File: src/rtl/idxwin_pkg.sv
// Package: shared types for the indexed register window unit.
// Assumes a 32-bit data path with four byte enables.
package idxwin_pkg;
    localparam int WORD_W = 32;
    localparam int BE_W   = 4;

    typedef logic [WORD_W-1:0] word_t;
    typedef logic [BE_W-1:0]   be_t;

    // Which bus-visible location an access targets
    typedef enum logic [1:0] {
        TGT_NONE = 2'd0,
        TGT_PTR  = 2'd1,
        TGT_VIEW = 2'd2
    } tgt_e;

    // Decoded bus request
    typedef struct packed {
        tgt_e tgt;
        logic full;
        logic wr;
        logic rd;
    } req_t;
endpackage

File: src/rtl/idxwin_decode.sv
// Module: idxwin_decode
// Classifies a bus access by target location and by whether it carries
// all four byte enables. Purely combinational. Assumes the two offsets differ.
module idxwin_decode
    import idxwin_pkg::*;
#(
    parameter int              ADDR_W   = 8,
    parameter logic [ADDR_W-1:0] PTR_OFF  = ADDR_W'('h00),
    parameter logic [ADDR_W-1:0] VIEW_OFF = ADDR_W'('h10)
) (
    input  logic [ADDR_W-1:0] addr,
    input  logic              wr,
    input  logic              rd,
    input  be_t               be,
    output req_t              req
);
    localparam be_t BE_ALL = '1;

    // Build the decoded request from the raw bus signals
    always_comb begin
        req.wr   = wr;
        req.rd   = rd;
        req.full = (be == BE_ALL);
        if (addr == PTR_OFF)
            req.tgt = TGT_PTR;
        else if (addr == VIEW_OFF)
            req.tgt = TGT_VIEW;
        else
            req.tgt = TGT_NONE;
    end
endmodule

File: src/rtl/idxwin_pointer.sv
// Module: idxwin_pointer
// Holds the 32-bit pointer. The low byte forms the internal index, and an
// in-range flag is derived from it. Assumes NUM_REGS is 256 or less.
module idxwin_pointer
    import idxwin_pkg::*;
#(
    parameter int NUM_REGS = 12
) (
    input  logic       clk,
    input  logic       rst_n,
    input  logic       load,
    input  word_t      wdata,
    output word_t      ptr_q,
    output logic [7:0] idx,
    output logic       in_range
);
    localparam logic [8:0] LIMIT = 9'(NUM_REGS);

    // Pointer storage, cleared by reset
    always_ff @(posedge clk) begin
        if (!rst_n)
            ptr_q <= '0;
        else if (load)
            ptr_q <= wdata;
    end

    // Index extraction and range test
    always_comb begin
        idx      = ptr_q[7:0];
        in_range = ({1'b0, ptr_q[7:0]} < LIMIT);
    end
endmodule

File: src/rtl/idxwin_regfile.sv
// Module: idxwin_regfile
// Generic bank of NUM_REGS 32-bit registers with one write port and one
// combinational read port. The read port returns zero for an index with no entry.
module idxwin_regfile
    import idxwin_pkg::*;
#(
    parameter int NUM_REGS = 12
) (
    input  logic       clk,
    input  logic       rst_n,
    input  logic       wr_en,
    input  logic [7:0] wr_idx,
    input  word_t      wr_data,
    input  logic [7:0] rd_idx,
    output word_t      rd_data
);
    word_t mem [NUM_REGS];

    for (genvar g = 0; g < NUM_REGS; g++) begin : g_entry
        localparam logic [7:0] MY_IDX = 8'(g);
        // One entry: cleared by reset, loaded when addressed
        always_ff @(posedge clk) begin
            if (!rst_n)
                mem[g] <= '0;
            else if (wr_en && (wr_idx == MY_IDX))
                mem[g] <= wr_data;
        end
    end

    // Read selection across all entries
    always_comb begin
        rd_data = '0;
        for (int i = 0; i < NUM_REGS; i++) begin
            if (rd_idx == 8'(i))
                rd_data = mem[i];
        end
    end
endmodule

File: src/rtl/idxwin_access.sv
// Module: idxwin_access (top)
// Bus front end for the indexed window unit. Decodes accesses, honours only
// full-word ones, updates the pointer or the selected register, and returns
// read data one cycle after the request. Assumes one access per cycle.
module idxwin_access
    import idxwin_pkg::*;
#(
    parameter int                ADDR_W   = 8,
    parameter int                NUM_REGS = 12,
    parameter logic [ADDR_W-1:0] PTR_OFF  = ADDR_W'('h00),
    parameter logic [ADDR_W-1:0] VIEW_OFF = ADDR_W'('h10)
) (
    input  logic              clk,
    input  logic              rst_n,
    input  logic [ADDR_W-1:0] bus_addr,
    input  logic              bus_wr,
    input  logic              bus_rd,
    input  logic [31:0]       bus_wdata,
    input  logic [3:0]        bus_be,
    output logic [31:0]       bus_rdata,
    output logic              bus_rvalid
);
    req_t       req;
    word_t      ptr_q;
    logic [7:0] idx;
    logic       in_range;
    logic       ptr_load;
    logic       view_wr;
    word_t      rf_rdata;
    word_t      rd_next;
    word_t      rdata_q;
    logic       rvalid_q;

    idxwin_decode #(
        .ADDR_W   (ADDR_W),
        .PTR_OFF  (PTR_OFF),
        .VIEW_OFF (VIEW_OFF)
    ) u_decode (
        .addr (bus_addr),
        .wr   (bus_wr),
        .rd   (bus_rd),
        .be   (bus_be),
        .req  (req)
    );

    idxwin_pointer #(
        .NUM_REGS (NUM_REGS)
    ) u_pointer (
        .clk      (clk),
        .rst_n    (rst_n),
        .load     (ptr_load),
        .wdata    (bus_wdata),
        .ptr_q    (ptr_q),
        .idx      (idx),
        .in_range (in_range)
    );

    idxwin_regfile #(
        .NUM_REGS (NUM_REGS)
    ) u_regfile (
        .clk     (clk),
        .rst_n   (rst_n),
        .wr_en   (view_wr),
        .wr_idx  (idx),
        .wr_data (bus_wdata),
        .rd_idx  (idx),
        .rd_data (rf_rdata)
    );

    // Write qualification: full word, decoded target, view index in range
    always_comb begin
        ptr_load = req.wr && req.full && (req.tgt == TGT_PTR);
        view_wr  = req.wr && req.full && (req.tgt == TGT_VIEW) && in_range;
    end

    // Read data selection from pre-write state
    always_comb begin
        rd_next = '0;
        if (req.rd && req.full) begin
            unique case (req.tgt)
                TGT_PTR:  rd_next = ptr_q;
                TGT_VIEW: rd_next = in_range ? rf_rdata : '0;
                default:  rd_next = '0;
            endcase
        end
    end

    // Read response register: one-cycle latency, zero when idle
    always_ff @(posedge clk) begin
        if (!rst_n) begin
            rdata_q  <= '0;
            rvalid_q <= 1'b0;
        end else begin
            rdata_q  <= rd_next;
            rvalid_q <= req.rd;
        end
    end

    assign bus_rdata  = rdata_q;
    assign bus_rvalid = rvalid_q;
endmodule

File: config.mk
export PLATFORM = sky130hd
export DESIGN_NAME = idxwin_access
export DESIGN_NICKNAME = d
export VERILOG_FILES = /design/src/rtl/idxwin_pkg.sv /design/src/rtl/idxwin_decode.sv /design/src/rtl/idxwin_pointer.sv /design/src/rtl/idxwin_regfile.sv /design/src/rtl/idxwin_access.sv
export SDC_FILE = /design/constraint.sdc
export NUM_CORES = 1
export LEC_CHECK = 0
export CAP_MARGIN = 20
export CORE_MARGIN = 4
export CORE_UTILIZATION = 25
export DETAILED_ROUTE_END_ITERATION = 8
export GPL_TIMING_DRIVEN = 0
export PLACE_DENSITY = 0.52
export SLEW_MARGIN = 20
export SYNTH_ARGS = -nofsm -noshare
export SYNTH_HDL_FRONTEND = slang
export SYNTH_SLANG_ARGS = --single-unit
File: constraint.sdc
create_clock -name clk -period 4.6 [get_ports clk]
set_input_delay 0.46 -clock clk [delete_from_list [all_inputs] [get_ports clk]]
set_output_delay 0.46 -clock clk [all_outputs]
set_load 0.1 [all_outputs]
Yosys cells after proc, flatten, opt, wreduce, memory -nomap -nowiden
Memory sizes are Yosys's and may differ from the RTL's.
Index checks and enable logic that the tools add are counted.
{"block": "totals", "elab_cells": 117, "inputBits": 48, "n_memories": 1, "ff_bits": 65, "ramBits": 384}
{"memory": "u_regfile.mem", "depth": 12, "width": 32, "rd": 12, "rd_ports_with_merged_regs": 0, "wr": 12, "line": "idxwin_regfile.sv:17", "text": "word_t mem [NUM_REGS];"}
{"block": "op_classes", "mux": 65, "bitwise_logic": 12, "n_eq_ne": 15, "reduce_logical": 20, "magnitude_cmp": 1}
{"operator": "2-to-1 mux 32 bit", "n": 25}
{"operator": "one-hot mux 32 bit (2 select lines)", "n": 1}
{"operator": "2-to-1 mux 1 bit", "n": 37}
{"operator": "equality test 8 x 3 -> 1 bit, second input constant", "n": 4}
{"operator": "equality test 8 x 4 -> 1 bit, second input constant", "n": 4}
{"operator": "logical AND 1 bit", "n": 17}
{"operator": "equality test 8 x 2 -> 1 bit, second input constant", "n": 2}
{"operator": "zero test 8 bit", "n": 2}
{"operator": "OR 1 bit", "n": 12}
{"operator": "equality test 8 x 1 -> 1 bit, second input constant", "n": 1}
{"operator": "equality test 8 x 5 -> 1 bit, second input constant", "n": 1}
{"operator": "< comparator 8 x 4 -> 1 bit, second input constant", "n": 1}
{"operator": "equality test 4 bit, second input constant", "n": 1}
{"operator": "2-to-1 mux 2 bit", "n": 2}
{"operator": "equality test 2 x 1 -> 1 bit, second input constant", "n": 1}
{"operator": "equality test 2 bit, second input constant", "n": 1}
{"operator": "AND reduction 2 bit", "n": 1}

Depth between registers and ports, before layout
{"block": "logic_depth", "word_depth": 15, "ltp_mapped": 10, "depth_no_buf": 6}

Modules after synthesis
Synthesis repeated with hierarchy kept, for this count alone.
{"block": "unflattened", "hier_cells": 1528, "area_unflattened_um2": 20398.3}
{"module": "idxwin_regfile", "cells_each": 1287, "area_each_um2": 17750.8, "seq_area_each_um2": 11531.1, "n_inst": 1}
{"module": "idxwin_access", "cells_each": 120, "area_each_um2": 1298.7, "seq_area_each_um2": 660.6, "n_inst": 1}
{"module": "idxwin_pointer", "cells_each": 113, "area_each_um2": 1283.7, "seq_area_each_um2": 640.6, "n_inst": 1}
{"module": "idxwin_decode", "cells_each": 8, "area_each_um2": 65.1, "seq_area_each_um2": 0.0, "n_inst": 1}

Least setup slack after synthesis
No wires, ideal clock.
{"block": "synth_timing", "path_type": "register to register", "start": "register u_pointer.ptr_q[4]", "end": "memory u_regfile.mem[0][64] in the netlist's numbering, enable pin", "path_buffers": 2, "path_stages_with_launch": 7, "synth_period_minus_slack_ps": 4384, "slack_ps": 216, "arrival_ps": 3914, "setup_time_ps": 470, "cell_sequence": "dfxtp_1 nor4_4 and4_1 buf_2 nand2_1 clkbuf_1 o31ai_1"}
{"item": "start, declared", "line": "idxwin_pointer.sv:13", "text": "output word_t ptr_q,"}
{"item": "start signal, assigned", "line": "idxwin_pointer.sv:24", "text": "ptr_q <= wdata;"}
{"item": "end, declared", "line": "idxwin_regfile.sv:17"}

Worst setup path in the final report
{"block": "layout_timing", "start": "register u_pointer.ptr_q[1]", "end": "register rdata_q[28] (netlist: bus_rdata[28])"}
{"block": "layout_via", "elab_chain_cells": 15}
{"item": "zero test 8 bit", "line": "idxwin_regfile.sv:34", "text": "if (rd_idx == 8'(i))"}
{"item": "2-to-1 mux 32 bit (12 in series)", "line": "idxwin_regfile.sv:34"}
{"item": "2-to-1 mux 32 bit (*)", "line": "idxwin_access.sv:82", "text": "TGT_VIEW: rd_next = in_range ? rf_rdata : '0;"}
{"item": "one-hot mux 32 bit (2 select lines) (*)", "line": "idxwin_access.sv:80", "text": "unique case (req.tgt)"}
{"item": "end signal, assigned", "line": "idxwin_access.sv:94", "text": "rdata_q <= rd_next;"}
{"item": "end, declared", "line": "idxwin_access.sv:31", "text": "word_t rdata_q;"}
Every way passes the cells marked *; elsewhere a longest branch is shown, timed or not.
A chain may end at the register's enable or synchronous reset.

==> run summary <==
Yosys warnings -> 0
clk buf depth -> 3
CTS root buf -> clkbuf_16
initial drt markers -> 2112
syn avg cell area -> 11.69 sq um
antenna violations before repair -> 6
gr usage total -> 19.25%
critical path peak fanout -> 10
Port Buffer Count -> 79
Worst Setup Path Type -> register to register
Worst slew margin -> 23.06%
GPL Wtd Cong -> 0.9516
Gate power share -> 4.1%
multi-input logic area -> 7327 sq um
FF-to-FF path depth -> 8
Chip Width -> 295.8 microns
WL per Instance -> 28.40 microns
Clock Skew -> 21.63 ps
area of the mapped netlist -> 20710 sq um
RSZ-0062 raised after global routing -> false
fillers -> 8314
DRT Pass-1 Iters -> 8
postcts setup bufs -> 0
placed insts -> 2948
final critical-path share of the clock period -> 92.51%
Max Clk Rate -> 235.0 MHz
required time worst endpoint -> 5100 ps
Non-Filler Instances -> 3041
Die Y-Extent -> 295.8 microns
Clock power frac -> 44.4%
Sequential Area -> 12830 sq um
Synth top area share -> 55.69%
post-synthesis sequential area ratio -> 61.97%
crit end category -> register
Critical Path AT -> 4760 ps
pin count of the biggest net entering global routing -> 18
top post-synthesis cells by area -> edfxtp_1 56%, and2_1 12%, dfxtp_1 6.3%, nand2_1 3.0%, a21oi_1 2.2%
sequential fraction of design power -> 51.5%
status -> completed
Worst Setup Slack, final -> 344.5 ps
Via density -> 5.253
Internal -> 6.894 mW
Setup WS pre-CTS -> 525.0 ps
Site Rows -> 105
Routed Antenna Nets -> 0
Die ar. -> 87490 sq um
clk sink count -> 449
HP Class -> primary input to register
starting density of the core -> 25.22%
Post-synth ARST share -> 0%
post-synthesis register bit count -> 449
Synth Instances -> 1772
worst skew pair latency -> 600 ps
Post-synth EDFFs -> 384
flop2flop setup slack -> 340 ps
Worst IR Drop VDD -> 0.2264 mV
layout cells sized above 1 -> 10.63%
Nets -> 1977
# hold bufs at CTS -> 0
WL final -> 86370 microns
core area -> 82110 sq um
placed wire-length estimate -> 61100 microns
setup TNS -> 0 ps
Yosys cell types -> 65
final hold vios -> 0
global-route wire length before repair -> 119400 microns
endpoints failing setup -> 0
grt total ovfl -> 0
Reg clk slew, reported paths -> 70 ps
Area growth, synth to finish -> 21.25%
maxcap violations -> 0
P_sw -> 1.958 mW
Vias -> 15974
H-Tree Depth -> 2
CTS Buf Count -> 48
sw frac -> 22.12%
CTS tree -> done
post-synth net total -> 1820
top_reg_cell synth -> edfxtp_1
Worst-Margin Slew -> 1154 ps
post-CTS sizing -> 0
# IOs -> 81
WHS Path Cells -> 2
Synth area leader -> edfxtp_1
CP startpoint kind -> register
Leakage -> 8.574 nW
final hold slack -> 410.1 ps
fin crit period -> 4256 ps
Max Slew Vio Count -> 0
vias in the first global route -> 15564
Power Density -> 352.6 nW/um^2
Post-route DRC -> 0
[worst paths after layout]
| check | startpoint | to |
|---|---|---|
| hold / removal | rst_n | u_pointer.ptr_q[1] |
| hold reg to reg | u_pointer.ptr_q[9] | bus_rdata[9] |
| setup / recovery | u_pointer.ptr_q[1] | bus_rdata[28] |
| setup reg to reg | u_pointer.ptr_q[1] | bus_rdata[28] |
[power by group through the flow]
| stage | clock network (mW) | logic, mW | registers, mW |
|---|---|---|---|
| 2_1_floorplan | 0 | 0.122 | 4.64 |
| 3_3_place_gp | 0 | 0.295 | 4.67 |
| 3_5_place_dp | 0 | 0.358 | 4.64 |
| 4_1_cts | 3.95 | 0.359 | 4.56 |
| 5_1_grt | 4.12 | 0.377 | 4.56 |
| 6_report | 3.93 | 0.365 | 4.56 |
[critical path, cell delays in order, from the launching register on]
cell,delay [ps]
dfxtp_1,540
buf_2,290
buf_2,580
clkbuf_1,890
clkbuf_1,860
o21ai_0,210
a31oi_1,280
o211ai_1,180
o21ai_0,310
[stage by stage]
step	total power [mW]	utilization, %	cell area (sq um)
global route	9.060	30.56	25090
CTS	8.869	30.54	25080
floorplan	4.765	-	20710
finish	8.852	30.58	25110
global placement	4.963	27.81	22840
detailed placement	5.002	28.63	23510
[final cells by class]
type	instances	share of cell area, %
well taps	1070	5.332
inverters	4	0.05980
clock inverters	17	0.4336
clock buffers	70	5.811
flip-flops and latches	449	51.11
multi-input cells	1155	29.18
repair buffers	107	5.303
plain buffers	164	2.716
diodes	5	0.04984
[Yosys cell counts, types with 9 or more instances]
cell type and count:
a211oi_1 17, a21boi_0 33, a21oi_1 91, a221oi_1 22, a22oi_1 24, and2_1 391, buf_2 34, clkbuf_1 115
dfxtp_1 65, edfxtp_1 384, mux2_2 10, mux2i_1 21, mux4_2 12, nand2_1 165, nor2_1 68, nor2_2 9
nor2b_1 12, o211ai_1 9, o21ai_0 81, o22ai_1 39, o31ai_1 20, o32ai_1 9
[registers in the layout (all words and copies together) (netlist names)]
signal / flops
bus_rdata: 32
bus_rvalid: 1
u_pointer.ptr_q: 32
u_regfile.mem: 384
[cells by family (layout without fill, tap and decap cells)]
logic type             Yosys count  in the layout  share of synthesized area (%)
AND/OR/NAND/NOR                705            705                          18.78
buffers and inverters          168            362                          3.354
multiplexers                    43             43                          2.864
AO/OA/AOI/OAI                  407            407                          13.03
flip-flops                     449            449                          61.97
other                            0              5                              0
[placed cells by master, fill, tap and decap left out, drive strengths merged, types with 17 or more instances in the layout]
cell	instances
and2	391
edfxtp	384
clkbuf	190
nand2	166
a21oi	91
o21ai	81
clkdlybuf4s50	79
nor2	78
buf	72
dfxtp	65
o22ai	39
a21boi	33
a22oi	24
a221oi	24
mux2i	21
o31ai	20
a211oi	17
[layer usage]
metal | up-vias | share of wire (%) | global-route usage (%)
met5 | - | 0.051 | 0
met4 | 6 | 4.5 | 7.955
met3 | 235 | 10 | 4.359
met2 | 1004 | 46 | 31.25
met1 | 8014 | 39 | 24.89
li1 | 6715 | - | -
(Power assumes the default switching activity.)
